[src/rtl/xy_operand_router.sv]
module xy_operand_router #(
  parameter int AW = 16,
  parameter int RW = 4,
  parameter logic [15:0] Y_BASE  = 16'h0800,
  parameter logic [15:0] Y_LIMIT = 16'h0FFF,
  parameter int X_SRC = 8,
  parameter int Y_SRC = 10
) (
  input  logic          clk,
  input  logic          rst_n,
  input  logic          mac_en,
  input  logic          byte_op,
  input  logic          xf_req,
  input  logic [AW-1:0] xf_ptr,
  input  logic [RW-1:0] xf_src,
  input  logic          yf_req,
  input  logic [AW-1:0] yf_ptr,
  input  logic [RW-1:0] yf_src,
  output logic [AW-2:0] xo_addr,
  output logic          xo_ok,
  output logic          xo_zero,
  output logic          xo_odd,
  output logic [AW-2:0] yo_addr,
  output logic          yo_ok,
  output logic          yo_zero,
  output logic          yo_odd
);
  localparam logic [AW-1:0] LO = AW'(Y_BASE);
  localparam logic [AW-1:0] HI = AW'(Y_LIMIT);

  logic x_src_ok, y_src_ok, x_in_win, y_in_win;
  logic x_bar, y_bar, x_mis, y_mis, y_act;

  assign x_src_ok = (xf_src == RW'(X_SRC)) || (xf_src == RW'(X_SRC + 1));
  assign y_src_ok = (yf_src == RW'(Y_SRC)) || (yf_src == RW'(Y_SRC + 1));
  assign x_in_win = (xf_ptr >= LO) && (xf_ptr <= HI);
  assign y_in_win = (yf_ptr >= LO) && (yf_ptr <= HI);

  assign x_bar = mac_en && (!x_src_ok || x_in_win);
  assign x_mis = xf_ptr[0] && (mac_en || !byte_op);
  assign y_act = mac_en && yf_req;
  assign y_bar = !y_src_ok || !y_in_win;
  assign y_mis = yf_ptr[0];

  always_ff @(posedge clk) begin
    if (!rst_n) begin
      xo_addr <= '0;
      xo_ok   <= 1'b0;
      xo_zero <= 1'b0;
      xo_odd  <= 1'b0;
    end else begin
      xo_ok   <= xf_req && !x_bar && !x_mis;
      xo_zero <= xf_req && x_bar;
      xo_odd  <= xf_req && !x_bar && x_mis;
      if (xf_req) xo_addr <= xf_ptr[AW-1:1];
    end
  end

  always_ff @(posedge clk) begin
    if (!rst_n) begin
      yo_addr <= '0;
      yo_ok   <= 1'b0;
      yo_zero <= 1'b0;
      yo_odd  <= 1'b0;
    end else begin
      yo_ok   <= y_act && !y_bar && !y_mis;
      yo_zero <= y_act && y_bar;
      yo_odd  <= y_act && !y_bar && y_mis;
      if (y_act) yo_addr <= yf_ptr[AW-1:1];
    end
  end
endmodule


[config.mk]
export PLATFORM = sky130hd
export DESIGN_NAME = xy_operand_router
export DESIGN_NICKNAME = d
export VERILOG_FILES = /design/src/rtl/xy_operand_router.sv
export SDC_FILE = /design/constraint.sdc
export NUM_CORES = 1
export LEC_CHECK = 0
export ABC_AREA = 1
export BUFFER_PORTS_ARGS = -buffer_cell sky130_fd_sc_hd__buf_2
export CAP_MARGIN = 20
export CORE_AREA = 2 2 75 77
export DETAILED_ROUTE_END_ITERATION = 16
export DIE_AREA = 0 0 77 79
export PLACE_DENSITY = 0.52
export REMOVE_ABC_BUFFERS = 1
export SYNTH_ARGS = -nofsm -noshare
export SYNTH_HDL_FRONTEND = slang
export SYNTH_SLANG_ARGS = --single-unit
[constraint.sdc]
create_clock -name clk -period 0.9 [get_ports clk]
set_clock_uncertainty 0.2 [all_clocks]
set_input_delay 0.18 -clock clk [delete_from_list [all_inputs] [get_ports clk]]
set_output_delay 0.18 -clock clk [all_outputs]
set_load 0.03 [all_outputs]
==> metrics.log <==
[metrics] Diodes inserted: 0
[metrics] final layout net count: 303
[metrics] synthesized area: 1265 um2
[metrics] worst setup path startpoint: xo_addr[8]
[metrics] Num CTS Buffers: 5
[metrics] post-route antenna net violation count: 0
[metrics] cell taking the most area after synthesis: dfxtp_1
[metrics] violations in the final reports: negative hold slack, negative setup slack
[metrics] cell types with the highest counts after synthesis: 63 x nor2_1, 36 x dfxtp_1, 24 x o21ai_0, 9 x nand2_1, 6 x o21ai_1
[metrics] result of the run: finished, violations left
[metrics] Filler Cells Inserted: 578
[metrics] WP depth: 1
[metrics] maximum buffer depth of the clock tree: 2
[metrics] slowest CP cell: dfxtp_2
[metrics] min cycle time layout: 1.131 ns
[metrics] DR DRC count: 0
[metrics] async set or reset register ratio after synthesis: 0%
[metrics] fraction of layout cells with a size suffix above 1: 55.04%
[metrics] net load switching power: 1.028 mW
[metrics] relative slew slack: between 80% and 90%
[metrics] DIE AREA: 6083 um2
[metrics] largest net degree at the start of global routing: 17
[metrics] static leakage power: 1.041 nW
[metrics] number of enable flip-flop cells after synthesis: 0
[metrics] number of antenna violations at the first check in global routing: 0
[metrics] first-pass detailed-route iteration total: 4
[metrics] cell breakdown of the critical path: buf_6
[metrics] core occupancy in the finished layout: 41.68%
[metrics] vias per inst: 4.067
[metrics] number of cells on the worst reg-to-reg path: 3
[metrics] max-slew violation count: 0
[metrics] Final setup viols: 36
[metrics] critical path endpoint: xo_addr[8]
[metrics] detail-routed net length per standard cell: 10.55 um
[metrics] hold_ws: -0.08100 ns
[metrics] Gate Count Post-Synth: 163
[metrics] depth of the CTS H-tree: 2
[metrics] Synth Flop Type: dfxtp_1
[metrics] synthesized area per cell: 7.761 um2
[metrics] sequential cell area fraction in the yosys report: 56.97%
[metrics] Total Routed Length: ~3500 um
[metrics] Starting Density: 23.70%
[metrics] FF-to-FF Start: yo_addr[1]
[metrics] share of total power in sequential cells: between 40% and 50%
[metrics] number of global-route vias before repair: 1301
[metrics] register-to-register setup slack: 0.03 ns
[metrics] area of the placeable core: 5338 um2
[metrics] fin worst setup slack: -0.2308 ns
[metrics] maximum operating frequency: 884.3 MHz
[metrics] share of Yosys cell area claimed by the top area cell type: 56.97%
[metrics] P_int: around 2.7 mW
[metrics] kind of capture point of the worst setup path: primary output
[metrics] Worst Setup Start Kind: flop
[metrics] Finished Layout Cells: 330
[metrics] switching power share of the total: 27.55%
[metrics] Clock Pin Slew Worst Setup and Hold Paths: 0.07 ns
[metrics] Ports: 82
[metrics] Die Y-Extent: 79 um
[metrics] area after detailed placement: 1841 um2
[metrics] vias after detailed routing: ~1.3k
[metrics] hpwl dp: around 2500 um
[metrics] Crit Path Class: flop to primary output
[metrics] Synth warnings: 0
[metrics] area taken by flip-flops and latches: 765.7 um2
[metrics] wire length of the first global-routing pass: 5940 um
[metrics] total number of clock tree sinks: 36
[metrics] Slowest Stage Delay on Critical Path: 0.34 ns
[metrics] number of DRC violations after detailed-routing iteration 0: 21
[metrics] count of input and output buffers: 79
[metrics] site row count: 27
[metrics] signed area change from the synthesized netlist to the final layout: 75.87%
[metrics] clock latency on the worst-skew pair: 0.28 ns
[metrics] Worst Path Buf+Inv: 1
[metrics] die width: 77 um
[metrics] most frequent cell after synthesis: nor2_1
[metrics] Min-Delay Path Class: input port to flop
[metrics] GRT Total Usage: 11.95%
[metrics] number of hold-slack violations in the final timing report: 32
[metrics] count of max-cap constraint violations: 0
[metrics] clock network fraction of total power: around a third
[metrics] start point of the worst hold path: xf_ptr[6]
[metrics] cell count after placement: 320
[metrics] kind of cell adding the most delay to the critical path: flip-flops
[metrics] Crit path arrival time: between 0.7 and 0.8 ns
[metrics] number of storage elements in the synthesis netlist: 36
[metrics] root buffer cell: clkbuf_8
[metrics] peak fanout along the critical path: 2
[metrics] overall power consumption: about 3.7 mW
[metrics] grt total ovfl: 0
[metrics] measured slew at the worst slew-check pin: 0.2928 ns
[metrics] worst vdd ir: roughly 0.53 mV
[metrics] setup repair after global routing missed its margin: true
[metrics] reg2reg end: yo_addr[1]
[metrics] largest cells by area after synthesis: dfxtp_1 57%, nor2_1 19%, o21ai_0 9.5%
[metrics] post-synthesis cell type count: 17
[metrics] proportion of power drawn by combinational gates: 20.9%
[metrics] power density over the cells: 1676 nW/um2
[metrics] data required time of the critical path: around 0.52 ns
[metrics] TritonCTS clock tree: built
[metrics] total negative slack for setup checks: -7.849 ns
[metrics] area of all placed cells without fillers: between 2000 and 2500 um2
[metrics] global placement routability congestion: slightly above 0.7
[metrics] portion of the clock cycle consumed by the worst path in the final layout: 125.6%
[metrics] area of combinational cells with multiple inputs: 496.7 um2
[power groups by stage]
stage          Combinational [mW]  Clock, mW  Sequential (mW)
2_1_floorplan               0.152          0             1.96
6_report                    0.778       1.18             1.77
3_3_place_gp                0.655          0             1.77
3_5_place_dp                0.658          0             1.77
5_1_grt                     0.845       1.32             1.79
4_1_cts                     0.771       1.25             1.77
[layer usage]
layer  vias to the layer above  share of wire [%]  track usage (%)
met3                         5                7.7            3.523
met4                         0                1.1            3.750
met2                        53                 44            19.04
li1                        708                  -                -
met1                       576                 47            15.63
met5                         -                  0                0
[layout by cell type, fill, tap and decap left out, drive strengths merged]
master / n
dfxtp: 36
nor3b: 1
clkbuf: 8
buf: 94
or2: 1
clkinvlp: 1
nor3: 2
clkinv: 1
a21oi: 4
o21ai: 30
inv: 3
nand3: 3
nor2: 63
nand2: 11
[layout make-up]
type | instances | share of cell area, %
clock buffer | 8 | 4.050
inverter | 5 | 1.069
multi-input combinational | 115 | 22.33
sequential | 36 | 34.42
tap | 72 | 4.050
timing repair buffer | 94 | 34.08
[stage by stage]
stage,hold WS [ns],worst slack [ns]
after floorplan,0.07109,-0.1866
after global placement,0.2002,-0.1973
after detailed placement,0.2080,-0.2120
after CTS,-0.09411,-0.2466
after global routing,-0.07288,-0.2687
final,-0.08100,-0.2308
[worst min path at each step]
stage                       to  slack (ns)  cells past startpoint
floorplan                xo_ok        0.07                      1
global placement    xo_addr[0]        0.20                      3
detailed placement  xo_addr[5]        0.21                      3
CTS                 xo_addr[9]       -0.09                      3
global route        xo_addr[9]       -0.07                      3
finish              xo_addr[5]       -0.08                      3
[kinds of logic (layout without fill, tap and decap cells)]
logic type / after synthesis / count (layout) / synth area share, %
compound gates: 34 / 34 / 13.45
buf+inv: 12 / 107 / 4.153
flops: 36 / 36 / 56.97
simple gates: 81 / 81 / 25.42
[timing repair]
action,4_1_cts,5_1_grt
endpoints found under the hold margin,32,29
resized for setup,108,5
buffers inserted,0,2
pin swaps,0,3
endpoints found under the setup margin,36,45
[registers in the layout, summed over array words and instances (netlist names)]
name	cells
xo_addr	15
xo_odd	1
xo_ok	1
xo_zero	1
yo_addr	15
yo_odd	1
yo_ok	1
yo_zero	1
No activity file was read; power rests on OpenSTA's default activity.
